**config.mk**
```make
export PLATFORM = sky130hd
export DESIGN_NAME = flash_sec_gate
export DESIGN_NICKNAME = d
export VERILOG_FILES = /design/src/rtl/fsg_pkg.sv /design/src/rtl/fsg_fetch.sv /design/src/rtl/fsg_id_cmp.sv /design/src/rtl/fsg_cmd_gate.sv /design/src/rtl/flash_sec_gate.sv
export SDC_FILE = /design/constraint.sdc
export NUM_CORES = 1
export LEC_CHECK = 0
export ABC_AREA = 1
export BUFFER_PORTS_ARGS = -buffer_cell sky130_fd_sc_hd__buf_2
export CAP_MARGIN = 20
export CORE_ASPECT_RATIO = 1.5
export CORE_MARGIN = 5
export CORE_UTILIZATION = 55
export CTS_CLUSTER_SIZE = 14
export DETAILED_ROUTE_END_ITERATION = 8
export GPL_ROUTABILITY_DRIVEN = 0
export PLACE_DENSITY = 0.8
export SLEW_MARGIN = 10
export SYNTH_ARGS = -nofsm -noshare
export SYNTH_HDL_FRONTEND = slang
export SYNTH_SLANG_ARGS = --single-unit
```
**constraint.sdc**
```tcl
create_clock -name clk -period 1.8 [get_ports clk]
set_input_delay 0.36 -clock clk [delete_from_list [all_inputs] [get_ports clk]]
set_output_delay 0.36 -clock clk [all_outputs]
set_load 0.005 [all_outputs]
```
**src/rtl/fsg_pkg.sv**
```systemverilog
package fsg_pkg;

    localparam int ID_LEN = 7;
    localparam int IDX_W  = $clog2(ID_LEN);
    localparam int CNT_W  = $clog2(ID_LEN + 1);
    localparam int FA_W   = 20;
    localparam int BYTE_W = 8;

    typedef enum logic [1:0] {
        GM_PARALLEL = 2'b00,
        GM_SERIAL   = 2'b01,
        GM_CAN      = 2'b10,
        GM_OFF      = 2'b11
    } gate_mode_e;

    typedef struct packed {
        logic              write;
        logic [FA_W-1:0]   addr;
        logic [BYTE_W-1:0] wdata;
    } flash_cmd_t;

    // Stored ID byte slot k -> flash byte address
    function automatic logic [FA_W-1:0] id_slot_addr(input logic [IDX_W-1:0] k);
        case (k)
            3'd0:    return 20'hFFFDF;
            3'd1:    return 20'hFFFE3;
            3'd2:    return 20'hFFFEB;
            3'd3:    return 20'hFFFEF;
            3'd4:    return 20'hFFFF3;
            3'd5:    return 20'hFFFF7;
            default: return 20'hFFFFB;
        endcase
    endfunction

    function automatic logic is_id_slot(input logic [FA_W-1:0] a);
        logic hit;
        hit = 1'b0;
        for (int k = 0; k < ID_LEN; k++) begin
            if (a == id_slot_addr(IDX_W'(k))) hit = 1'b1;
        end
        return hit;
    endfunction

    // Lock field in [1:0], release field in [5:4]
    function automatic logic prot_locked(input logic [BYTE_W-1:0] b);
        return (b[1:0] != 2'b11) && (b[5:4] != 2'b00);
    endfunction

    function automatic logic is_serial_type(input gate_mode_e m);
        return (m == GM_SERIAL) || (m == GM_CAN);
    endfunction

endpackage

```
**src/rtl/fsg_fetch.sv**
```systemverilog
module fsg_fetch
    import fsg_pkg::*;
#(
    parameter logic [FA_W-1:0] PROT_ADDR = 20'hFFFFF
) (
    input  logic                            clk,
    input  logic                            rst,
    input  logic                            start,
    input  logic                            serial_run,
    output logic                            rd_req,
    output logic [FA_W-1:0]                 rd_addr,
    input  logic                            rd_valid,
    input  logic [BYTE_W-1:0]               rd_data,
    output logic [ID_LEN-1:0][BYTE_W-1:0]   bytes_out,
    output logic                            done
);

    localparam logic [IDX_W-1:0] LAST_SER = IDX_W'(ID_LEN - 1);

    logic                          busy_q;
    logic                          wait_q;
    logic                          done_q;
    logic                          ser_q;
    logic [IDX_W-1:0]              idx_q;
    logic [ID_LEN-1:0][BYTE_W-1:0] buf_q;
    logic [IDX_W-1:0]              last_idx;

    assign last_idx  = ser_q ? LAST_SER : '0;
    assign rd_req    = busy_q && !wait_q;
    assign rd_addr   = ser_q ? id_slot_addr(idx_q) : PROT_ADDR;
    assign bytes_out = buf_q;
    assign done      = done_q;

    always_ff @(posedge clk) begin
        if (rst) begin
            busy_q <= 1'b0;
            wait_q <= 1'b0;
            done_q <= 1'b0;
            ser_q  <= 1'b0;
            idx_q  <= '0;
            buf_q  <= '0;
        end else if (start) begin
            busy_q <= 1'b1;
            wait_q <= 1'b0;
            done_q <= 1'b0;
            ser_q  <= serial_run;
            idx_q  <= '0;
        end else if (rd_req) begin
            wait_q <= 1'b1;
        end else if (busy_q && wait_q && rd_valid) begin
            buf_q[idx_q] <= rd_data;
            wait_q       <= 1'b0;
            if (idx_q == last_idx) begin
                busy_q <= 1'b0;
                done_q <= 1'b1;
            end else begin
                idx_q <= idx_q + 1'b1;
            end
        end
    end

endmodule

```
**src/rtl/fsg_id_cmp.sv**
```systemverilog
module fsg_id_cmp
    import fsg_pkg::*;
(
    input  logic                            clk,
    input  logic                            rst,
    input  logic                            clear,
    input  logic                            armed,
    input  logic [ID_LEN-1:0][BYTE_W-1:0]   stored,
    input  logic                            id_valid,
    input  logic [BYTE_W-1:0]               id_byte,
    output logic                            grant,
    output logic                            mism
);

    localparam logic [CNT_W-1:0] FULL_CNT = CNT_W'(ID_LEN);
    localparam logic [CNT_W-1:0] LAST_CNT = CNT_W'(ID_LEN - 1);

    logic [CNT_W-1:0] cnt_q;
    logic             mism_q;
    logic             grant_q;
    logic             blank;
    logic             diff;
    logic             mism_n;

    assign blank  = &stored;
    assign diff   = id_byte != stored[cnt_q[IDX_W-1:0]];
    assign mism_n = mism_q || diff;
    assign grant  = grant_q;
    assign mism   = mism_q;

    always_ff @(posedge clk) begin
        if (rst || clear) begin
            cnt_q   <= '0;
            mism_q  <= 1'b0;
            grant_q <= 1'b0;
        end else if (armed) begin
            if (blank) begin
                grant_q <= 1'b1;
            end else if (id_valid && (cnt_q < FULL_CNT)) begin
                cnt_q  <= cnt_q + 1'b1;
                mism_q <= mism_n;
                if ((cnt_q == LAST_CNT) && !mism_n) grant_q <= 1'b1;
            end
        end
    end

endmodule

```
**src/rtl/fsg_cmd_gate.sv**
```systemverilog
module fsg_cmd_gate
    import fsg_pkg::*;
(
    input  logic       clk,
    input  logic       rst,
    input  logic       allow,
    input  logic       in_valid,
    input  flash_cmd_t in_cmd,
    output logic       out_valid,
    output flash_cmd_t out_cmd,
    output logic       reject
);

    always_ff @(posedge clk) begin
        if (rst) begin
            out_valid <= 1'b0;
            reject    <= 1'b0;
            out_cmd   <= '0;
        end else begin
            out_valid <= in_valid && allow;
            reject    <= in_valid && !allow;
            if (in_valid && allow) out_cmd <= in_cmd;
        end
    end

endmodule

```
**src/rtl/flash_sec_gate.sv**
```systemverilog
module flash_sec_gate
    import fsg_pkg::*;
#(
    parameter logic [FA_W-1:0] PROT_ADDR = 20'hFFFFF
) (
    input  logic              clk,
    input  logic              rst,
    input  logic [1:0]        mode,
    output logic              rd_req,
    output logic [FA_W-1:0]   rd_addr,
    input  logic              rd_valid,
    input  logic [BYTE_W-1:0] rd_data,
    input  logic              id_valid,
    input  logic [BYTE_W-1:0] id_byte,
    input  logic              cmd_valid,
    input  logic              cmd_write,
    input  logic [FA_W-1:0]   cmd_addr,
    input  logic [BYTE_W-1:0] cmd_wdata,
    output logic              access_granted,
    output logic              cmd_reject,
    output logic              fwd_valid,
    output logic              fwd_write,
    output logic [FA_W-1:0]   fwd_addr,
    output logic [BYTE_W-1:0] fwd_wdata
);

    gate_mode_e mode_in;
    gate_mode_e mode_q;
    logic       mode_chg;
    logic       start;
    logic       ser_q;

    logic [ID_LEN-1:0][BYTE_W-1:0] fetched;
    logic       fetch_done;
    logic       id_grant;
    logic       id_mism;

    logic              prot_vld;
    logic [BYTE_W-1:0] prot_q;
    logic              par_ok;
    logic              ser_ok;

    flash_cmd_t cmd_in;
    flash_cmd_t cmd_out;

    assign mode_in  = gate_mode_e'(mode);
    assign mode_chg = mode_in != mode_q;
    assign start    = mode_chg && (mode_in != GM_OFF);
    assign ser_q    = is_serial_type(mode_q);

    always_ff @(posedge clk) begin
        if (rst) mode_q <= GM_OFF;
        else     mode_q <= mode_in;
    end

    fsg_fetch #(.PROT_ADDR(PROT_ADDR)) u_fetch (
        .clk       (clk),
        .rst       (rst),
        .start     (start),
        .serial_run(is_serial_type(mode_in)),
        .rd_req    (rd_req),
        .rd_addr   (rd_addr),
        .rd_valid  (rd_valid),
        .rd_data   (rd_data),
        .bytes_out (fetched),
        .done      (fetch_done)
    );

    fsg_id_cmp u_idc (
        .clk     (clk),
        .rst     (rst),
        .clear   (mode_chg),
        .armed   (fetch_done && ser_q),
        .stored  (fetched),
        .id_valid(id_valid),
        .id_byte (id_byte),
        .grant   (id_grant),
        .mism    (id_mism)
    );

    // Working copy of the protect byte for parallel mode
    always_ff @(posedge clk) begin
        if (rst || mode_chg) begin
            prot_vld <= 1'b0;
            prot_q   <= '1;
        end else if (mode_q == GM_PARALLEL) begin
            if (fetch_done && !prot_vld) begin
                prot_q   <= fetched[0];
                prot_vld <= 1'b1;
            end else if (fwd_valid && cmd_out.write && (cmd_out.addr == PROT_ADDR)) begin
                prot_q <= cmd_out.wdata;
            end
        end
    end

    assign par_ok = (mode_q == GM_PARALLEL) && prot_vld && !prot_locked(prot_q);
    assign ser_ok = ser_q && id_grant;
    assign access_granted = (par_ok || ser_ok) && !mode_chg;

    assign cmd_in = '{write: cmd_write, addr: cmd_addr, wdata: cmd_wdata};

    fsg_cmd_gate u_gate (
        .clk      (clk),
        .rst      (rst),
        .allow    (access_granted),
        .in_valid (cmd_valid),
        .in_cmd   (cmd_in),
        .out_valid(fwd_valid),
        .out_cmd  (cmd_out),
        .reject   (cmd_reject)
    );

    assign fwd_write = cmd_out.write;
    assign fwd_addr  = cmd_out.addr;
    assign fwd_wdata = cmd_out.wdata;

endmodule

```
==> impl_metrics.csv, run 1 <==
group,metric,value,unit
timing,hold_viol,0,
routing,drtIter0Drc,493,
logic_synthesis,synth_cells,726,
clock_tree,root_buffer,"clkbuf_16",
logic_synthesis,yosys_warnings,0,
layout,diodes,0,
placement,dp_cells,917,
clock_tree,numCtsBuffers,9,
logic_synthesis,ys_top_cells_by_count,"nand2_1, dfxtp_1, a21oi_1, inv_1, nand3_1",
logic_synthesis,avgSynthCellArea,7.03,µm²
placement,dp_hpwl,10.5,mm
logic_synthesis,ys_top_cells_by_area,"dfxtp_1, a21oi_1, nand2_1, nand3_1, inv_1",
routing,vias_per_cell,5.84,
timing,fin_skew,0.00774,ns
clock_tree,worst_skew_pair.late_latency,0.36,ns
logic_synthesis,synth_edf_count,0,
clock_tree,cts_max_level,3,
die,start_util,55.8,%
die,num_io_pins,105,
layout,fillers,682,
grt,grt_max_degree,57,
pwr,cellLeakagePower,0.00277,µW
critical_path,cp_max_fo,16,
layout,final_cells,954,
routing,wl_met3,1.34,mm
layout,seq_area,2140,µm²
pwr,vdd.ir_drop.worst,0.619,mV
outcome,outcome,"finished, violations left",
grt,grt.total_usage,26.4,%
critical_path,crit_slowest_cell,"dfxtp_2",
layout,multiInputGateArea,2620,µm²
timing,setup_viol,4,
grt,first_global_vias,5063,
critical_path,critPathTopFamily,"simple AND/OR/NAND/NOR gates",
logic_synthesis,synth_top_area_cell,"dfxtp_1",
critical_path,cp_cell_sequence,"buf_4 > xnor2_2 > nand2_1 > inv_2 > nor2_2 > nor2_4 > nand4_1 > buf_12 > o21ai_0 > a21oi_1",
timing,max_freq,0.520,GHz
logic_synthesis,ys.flop_type,"dfxtp_1",
logic_synthesis,synthArstFlopShare,0,%
job,maxCapViolCount,0,
logic_synthesis,synth_seq_cells,106,
routing,dr_wl_met2,8.13,mm
die,fp-row-count,43,
routing,ant_nets,0,
clock_tree,postCtsHoldBufs,0,
clock_tree,clock_path_buffers,2,
layout,fin_util,72.7,%
worst_hold_path,hp-class,"in2reg",
timing,rsz0062_at_grt,"yes",
timing,finalMaxSlewViolations,0,
routing,met1_length,5.75,mm
critical_path,r2r_setup_slack,-0.12,ns
layout,fin_area,6650,µm²
routing,remaining_drc_errors,0,
routing,routedWlPerCell,17.1,µm
clock_tree,cts.sinks,106,
critical_path,required,2.03,ns
routing,drtPass1Iterations,5,
grt,grt_pass1_wl,23.7,mm
placement,placed_cell_area,5760,µm²
layout,drive_gt1_share,26.2,%
die,die_w,88.7,µm
timing,layout_min_cycle_time,1.92,ns
timing,setup_ws,-0.123,ns
clock_tree,path_clk_slew,0.07,ns
clock_tree,cts_tree,"yes",
outcome,violations,"negative setup slack",
logic_synthesis,syn_area,5110,µm²
grt,grt_overflow_total,0,
pwr,pwr_density_cell,699,nW/µm²
placement,io_buffers,88,
critical_path,crit_path_max_incr_delay,0.32,ns
critical_path,critPathBufInv,3,
logic_synthesis,yosysMostFrequentCell,"nand2_1",
timing,worst_hold_slack,0.270,ns
layout,area_delta_synth_final,30.2,%
die,fp.dieH,128,µm
critical_path,crit_arrival,2.15,ns
layout,final_nets,898,
logic_synthesis,synth_cell_types,31,
routing,routed_wl,16.3,mm
timing,final.period_utilization,107,%
routing,top_layer,"met4",
critical_path,end_kind,"register",
logic_synthesis,ys_seq_area_share,41.6,%
routing,vias,5573,
logic_synthesis,synth_top_area_share,41.6,%
die,core_area,9150,µm²
timing,setup_tns,-0.410,ns
critical_path,critPathLaunchType,"register",
die,die_area,11400,µm²
critical_path,path_class,"reg2reg",
grt,antenna_found_initial,0,
-- metrics by stage --
step | worst slack (ns) | power [µW]
floorplan | 0.128 | 2570
global placement | -0.0513 | 2670
detailed placement | -0.0742 | 2680
CTS | -0.129 | 4640
global route | -0.230 | 4800
finish | -0.123 | 4650
-- routing by layer --
| metal | vias up | global-route usage [%] |
|---|---|---|
| li1 | 2601 | - |
| met1 | 2540 | 30.9 |
| met2 | 333 | 45.6 |
| met3 | 99 | 5.53 |
| met4 | 0 | 11.4 |
| met5 | - | 0 |
-- power breakdown --
group | internal [µW] | total (µW) | leakage, µW | switching (µW)
combinational | 110 | 296 | 0.00177 | 186
clock | 1120 | 1990 | 0.000143 | 874
sequential | 2350 | 2360 | 0.000858 | 10.6
-- tightest hold or removal path, delay by kind of cell --
family,cells,cell delay [ns]
and+or+nand+nor,1,0.07
AOI/OAI and AO/OA,1,0.06
buffers and inverters,1,0.10
-- final timing paths --
kind | end | depth (start not counted) | startpoint
max reg2reg | u_fetch.bytes_out[33] | 10 | mode_q[0]
max | u_fetch.bytes_out[33] | 10 | mode_q[0]
min | u_gate.out_cmd[18] | 3 | cmd_addr[10]
min reg2reg | u_gate.out_cmd[3] | 2 | u_gate.out_cmd[3]
-- repair_timing --
action                                  CTS  global route
pin swaps                                 5            31
endpoints found under the setup margin    9            60
resized for setup                        24            91
hold endpoints to repair                  0             0
setup buffers                             7             9
gates cloned                              0             5
-- flip-flops by register name (all words and copies together), names as in the netlist, 2 cells and up --
name / cells
u_fetch.bytes_out: 56
u_gate.out_cmd: 29
prot_q: 4
u_fetch.idx_q: 3
u_idc.cnt_q: 3
mode_q: 2
-- area by class of cell --
| cell class | count | area share (%) |
|---|---|---|
| Clock inverter | 4 | 0.772 |
| Multi-Input combinational cell | 484 | 39.4 |
| Tap cell | 112 | 2.11 |
| Clock buffer | 12 | 3.71 |
| Inverter | 102 | 6.19 |
| Sequential cell | 106 | 32.2 |
| Timing Repair Buffer | 134 | 15.6 |
-- kinds of logic (layout without fill, tap and decap cells) --
| group | count (synthesis) | count (layout) | share of synthesized area [%] |
|---|---|---|---|
| buffers and inverters | 151 | 252 | 13.3 |
| AO/OA/AOI/OAI | 180 | 180 | 18.1 |
| adder cells (fa/ha/maj) | 9 | 9 | 2.21 |
| flip-flops | 106 | 106 | 41.6 |
| XOR/XNOR | 3 | 3 | 0.515 |
| other | 1 | 16 | 0.0734 |
| AND/OR/NAND/NOR | 276 | 276 | 24.2 |
-- layout by cell type (no fill, tap or decap), drive strengths merged, types with 6 or more instances in the layout --
| cell | instances |
|---|---|
| a21oi | 102 |
| buf | 129 |
| clkbuf | 17 |
| conb | 16 |
| dfxtp | 106 |
| ha | 9 |
| inv | 101 |
| nand2 | 135 |
| nand3 | 80 |
| nand4 | 24 |
| nor2 | 26 |
| nor4 | 6 |
| o21ai | 71 |
Power figures use the tool's default switching activity.
==> run 2, diff against run 1 <==
- ABC_CLOCK_PERIOD_IN_PS: default -> 1800
- SKIP_LAST_GASP: default -> 1
==> run 2 against run 1 <==
  * The run still ends with negative setup slack left
  * Core utilization down 0.22 points
  * Die area unchanged
  * Routed wire length is 0.86% higher
  * Cell area is 0.30% lower
  * Sequential share of layout area rose by 0.097 points
  * Sequential cell count did not move
  * Count of clock-buffer cells in the layout unchanged
  * Critical endpoint is now rd_addr[2]
  * Largest cell class unchanged
  * Largest power group unchanged
  * Highest routed layer unchanged
==> impl_metrics.csv, run 2 (same netlist as run 1, synthesis figures left out) <==
group,metric,value,unit
placement,io_buffers,88,
timing,worst_hold_slack,0.276,ns
worst_hold_path,whs_path_depth,3,
routing,drtPass1Iterations,6,
critical_path,critPathBufInv,2,
layout,diodes,0,
die,num_io_pins,105,
die,core_area,9150,µm²
timing,fin_skew,0.00780,ns
clock_tree,numCtsBuffers,9,
critical_path,r2r_cells,13,
critical_path,crit_path_max_incr_delay,0.37,ns
job,maxCapViolCount,0,
critical_path,required,1.44,ns
critical_path,cp_max_fo,4,
critical_path,crit_arrival,1.56,ns
layout,fin_util,72.4,%
routing,vias,5620,
placement,dp_hpwl,10.5,mm
timing,hold_viol,0,
critical_path,cp_cell_sequence,"ha_4 > ha_4 > a21oi_4 > nand2_2 > inv_2 > o211ai_1 > buf_2",
timing,final.period_utilization,106,%
grt,first_global_vias,5063,
timing,rsz0062_at_grt,"yes",
layout,final_nets,898,
routing,remaining_drc_errors,0,
routing,ant_nets,0,
die,start_util,55.8,%
pwr,power.total,4650,µW
grt,grt_pass1_wl,23.7,mm
placement,dp_cells,917,
grt,grt_overflow_total,0,
critical_path,critPathLaunchType,"register",
die,fp-row-count,43,
timing,finalMaxSlewViolations,0,
pwr,pwr_density_cell,702,nW/µm²
layout,final_common_cell,"nand2_1",
clock_tree,path_clk_slew,0.07,ns
clock_tree,postCtsHoldBufs,0,
worst_hold_path,hp-class,"in2reg",
critical_path,cpMostUsedCell,"ha_4",
timing,max_freq,0.522,GHz
grt,grt.total_usage,26.4,%
routing,vias_per_cell,5.89,
timing,setup_tns,-0.341,ns
routing,routed_wl,16.4,mm
layout,area_delta_synth_final,29.8,%
die,fp.dieH,128,µm
timing,layout_min_cycle_time,1.92,ns
layout,layout_common_cells,"nand2_1, dfxtp_1, a21oi_1",
grt,antenna_found_initial,0,
critical_path,cp_num_cells,7,
outcome,violations,"negative setup slack",
die,die_w,88.7,µm
clock_tree,cts_max_level,3,
routing,routedWlPerCell,17.2,µm
critical_path,end_kind,"output pin",
grt,grt_max_degree,57,
pwr,cellLeakagePower,0.00276,µW
timing,setup_ws,-0.115,ns
clock_tree,root_buffer,"clkbuf_16",
timing,setup_viol,5,
clock_tree,cts.sinks,106,
critical_path,critPathTopFamily,"flip-flops",
clock_tree,clock_path_buffers,2,
routing,drtIter0Drc,491,
outcome,outcome,"finished, violations left",
layout,final_cells,954,
pwr,vdd.ir_drop.worst,0.620,mV
clock_tree,worst_skew_pair.late_latency,0.35,ns
die,die_area,11400,µm²
layout,drive_gt1_share,25.9,%
critical_path,crit_slowest_cell,"dfxtp_4",
clock_tree,cts_tree,"yes",
critical_path,path_class,"reg2out",
layout,largest_reg_flops,56,
## run 2: cell counts in the layout (fill, tap and decap cells not counted)
Identical to the previous run, type by type.
## run 2: repair_timing
action | CTS | global route
setup endpoints to repair | 9 | 60
gates resized for setup | 24 | 86
pin swaps | 5 | 31
gates cloned | 0 | 5
setup buffers | 7 | 9
## run 2: final timing paths
path,slack [ns],start,to
setup / recovery,-0.12,u_fetch.idx_q[1],rd_addr[2]
hold / removal,0.28,cmd_addr[10],u_gate.out_cmd[18]
setup reg to reg,-0.06,u_idc.cnt_q[0],u_idc.grant
hold reg to reg,0.46,u_gate.out_cmd[3],u_gate.out_cmd[3]
## run 2: final cells by class
class	count	area, µm²
Inverter	102	412
Tap cell	112	140
Fill cell	686	2520
Timing Repair Buffer	134	1040
Clock inverter	4	51.3
Clock buffer	12	246
Sequential cell	106	2140
Multi-Input combinational cell	484	2600
## run 2: metal layers
metal	GRT usage, %	up-vias	share of wire, %
li1	-	2598	-
met1	30.9	2553	34
met2	45.6	367	50
met3	5.53	102	9.1
met4	11.4	0	6.5
met5	0	-	0
## run 2: per-stage QoR
stage	setup WS (ns)	instance area (µm²)
5_1_grt	-0.202	6630
3_5_place_dp	-0.0742	5760
2_1_floorplan	0.128	5160
6_report	-0.115	6630
3_3_place_gp	-0.0513	5760
4_1_cts	-0.129	6200
## run 2: power breakdown
group | total [µW] | internal (µW) | switching [µW]
Combinational | 296 | 109 | 187
Clock | 1990 | 1120 | 874
Sequential | 2360 | 2350 | 10.8
Total | 4650 | 3580 | 1070
## run 2: tightest hold or removal path: cells and delay by family
family          cells  cell delay (ns)
buf+inv             1             0.10
simple gates        1             0.07
compound gates      1             0.06
==> run 3, diff against run 2 <==
- ABC_AREA: 1 -> default
- SETUP_SLACK_MARGIN: default -> 0.02
==> run 3 against run 2 <==
  * Cell area rose by 0.15%
  * Clock skew barely moved
  * Synthesized area decreased by 1.6%
  * Non-clock buffer count is 16 higher
  * Worst setup slack got worse by 0.21 ns
  * Register-to-register slack worse by 0.26 ns
  * Global-route usage shrank 0.96 points
  * The run still ends with negative setup slack left
  * Critical path depth is the same
  * Synthesized cell count decreased by 28%
  * Core utilization is 2.3 points higher
  * Via count down 20%
==> impl_metrics.csv, run 3 <==
group,metric,value,unit
layout,diodes,0,
timing,setup_viol,37,
die,fp.dieH,127,µm
logic_synthesis,ys_seq_area_share,42.2,%
routing,vias_per_cell,5.77,
placement,dp_hpwl,10.1,mm
critical_path,end_kind,"register",
logic_synthesis,ys_top_cells_by_count,"dfxtp_1, nor2_1, mux2i_1, nand4_1, mux2_2",
routing,vias,4487,
logic_synthesis,yosys_warnings,0,
timing,finalMaxSlewViolations,0,
worst_hold_path,hp-class,"in2reg",
logic_synthesis,syn_area,5030,µm²
clock_tree,cts_max_level,3,
timing,rsz0062_at_grt,"yes",
grt,grt_max_degree,59,
die,die_area,11200,µm²
die,die_w,88.1,µm
die,core_area,8880,µm²
critical_path,r2r_cells,7,
layout,layout_common_cells,"nor2_1, dfxtp_1, mux2i_1",
critical_path,r2r-start,"u_idc.cnt_q[0]",
logic_synthesis,synth_top_area_share,42.2,%
clock_tree,postCtsHoldBufs,0,
pwr,pwr_density_cell,692,nW/µm²
routing,drtIter0Drc,238,
critical_path,reg2reg_to,"u_idc.mism",
worst_hold_path,hold_start,"cmd_write",
logic_synthesis,yosysMostFrequentCell,"dfxtp_1",
clock_tree,cts_tree,"yes",
clock_tree,cts.sinks,106,
job,maxCapViolCount,0,
logic_synthesis,synthArstFlopShare,0,%
timing,worst_hold_slack,0.241,ns
routing,routedWlPerCell,18.5,µm
critical_path,crit_path_max_incr_delay,0.51,ns
worst_hold_path,whs_path_depth,3,
routing,ant_nets,0,
layout,largest_reg_flops,56,
routing,remaining_drc_errors,0,
grt,grt.total_usage,25.5,%
layout,final_nets,724,
critical_path,crit_arrival,2.37,ns
layout,drive_gt1_share,37.0,%
timing,fin_skew,0.00739,ns
die,num_io_pins,105,
placement,placed_cell_area,5890,µm²
logic_synthesis,synth_edf_count,0,
die,fp-row-count,42,
outcome,violations,"negative setup slack",
critical_path,required,2.05,ns
logic_synthesis,avgSynthCellArea,9.56,µm²
placement,pre_cts_ws,-0.545,ns
layout,area_delta_synth_final,32.0,%
logic_synthesis,ys_top_cells_by_area,"dfxtp_1, mux2i_1, nor2_1, mux2_2, nand4_1",
clock_tree,root_buffer,"clkbuf_16",
logic_synthesis,synth_seq_cells,106,
critical_path,cp_cell_sequence,"buf_8 > mux2_2 > o22ai_1 > or3_1 > nand4_1 > or4_4 > a22o_1",
timing,final.period_utilization,118,%
grt,antenna_found_initial,0,
critical_path,critPathLaunchType,"register",
grt,grt_pass1_wl,22.2,mm
timing,worst_pin_slew,0.600,ns
pwr,cellLeakagePower,0.00288,µW
grt,first_global_vias,4440,
critical_path,cp_max_fo,12,
layout,fin_area,6640,µm²
layout,final_cells,777,
critical_path,r2r_setup_slack,-0.32,ns
layout,final_common_cell,"nor2_1",
logic_synthesis,synth_cell_types,48,
pwr,vdd.ir_drop.worst,0.877,mV
placement,dp_cells,748,
timing,layout_min_cycle_time,2.12,ns
clock_tree,path_clk_slew,0.07,ns
outcome,outcome,"finished, violations left",
critical_path,path_class,"reg2reg",
timing,setup_ws,-0.325,ns
clock_tree,worst_skew_pair.late_latency,0.35,ns
routing,drtPass1Iterations,7,
timing,hold_viol,0,
timing,slew_headroom,60.0,%
die,start_util,56.6,%
critical_path,crit_slowest_cell,"or4_4",
routing,routed_wl,14.4,mm
placement,io_buffers,88,
worst_hold_path,hold_end,"u_gate.out_cmd[28]",
clock_tree,clock_path_buffers,2,
timing,max_freq,0.471,GHz
logic_synthesis,synth_top_area_cell,"dfxtp_1",
clock_tree,numCtsBuffers,9,
logic_synthesis,synth_cells,526,
logic_synthesis,ys.flop_type,"dfxtp_1",
grt,grt_overflow_total,0,
layout,fillers,635,
[run 3: layer usage]
metal	GRT usage [%]	part of all wire, %
met4	13.7	5.7
met3	6.70	7.8
met5	0	0
met1	27.3	36
met2	44.6	51
[run 3: where the power goes]
| part | internal, µW | total [µW] | switching (µW) |
|---|---|---|---|
| Combinational | 112 | 261 | 150 |
| Clock | 1080 | 1970 | 885 |
| Sequential | 2350 | 2360 | 11.6 |
| Total | 3540 | 4590 | 1050 |
[run 3: what timing repair did]
action / in CTS / in global routing
cloned: 0 / 1
buffers inserted: 9 / 4
endpoints found under the hold margin: 0 / 0
pin swaps: 16 / 12
setup endpoints to repair: 74 / 85
gates resized for setup: 54 / 23
[run 3: worst max-delay path: cells and delay by family (launching register included)]
kind                   cells  cell delay [ns]
AO/OA/AOI/OAI              2             0.36
buffers and inverters      1             0.15
flip-flops                 1             0.38
multiplexers               1             0.34
AND/OR/NAND/NOR            3             0.77
[run 3: kinds of logic after synthesis]
kind of cell | count (synthesis) | share of synthesized area (%)
AND/OR/NAND/NOR | 194 | 19.3
multiplexers | 119 | 24.4
flip-flops | 106 | 42.2
buffers and inverters | 47 | 5.35
AO/OA/AOI/OAI | 46 | 5.75
adder cells (fa/ha/maj) | 9 | 2.24
XOR/XNOR | 4 | 0.697
other | 1 | 0.0746
[run 3: area by class of cell]
type                       count  area, µm²  share of cell area [%]
multi-input combinational    388       2970                    44.8
sequential                   106       2140                    32.3
timing repair buffer         150       1050                    15.9
inverter                       8       37.5                   0.566
clock inverter                 5       62.6                   0.943
clock buffer                  10        229                    3.45
tap                          110        138                    2.07
[run 3: how the worst max path moves through the flow]
stage / start / to / slack, ns / depth (start not counted)
global route: u_idc.cnt_q[0] / u_idc.mism / -0.39 / 7
floorplan: mode[1] / u_fetch.bytes_out[48] / -0.26 / 8
finish: u_idc.cnt_q[0] / u_idc.mism / -0.32 / 7
detailed placement: u_idc.cnt_q[0] / u_idc.mism / -0.55 / 7
global placement: u_idc.cnt_q[0] / u_idc.mism / -0.47 / 7
CTS: u_idc.cnt_q[0] / u_idc.mism / -0.29 / 8
[run 3: stage by stage]
step                      power [µW]  utilization, %  TNS, ns
after floorplan                 2550               -    -7.55
after global placement          2640            66.3    -9.68
after detailed placement        2640            66.3   -11.87
after CTS                       4600            73.0    -2.66
after global routing            4740            74.7    -5.06
final                           4590            74.7    -2.62
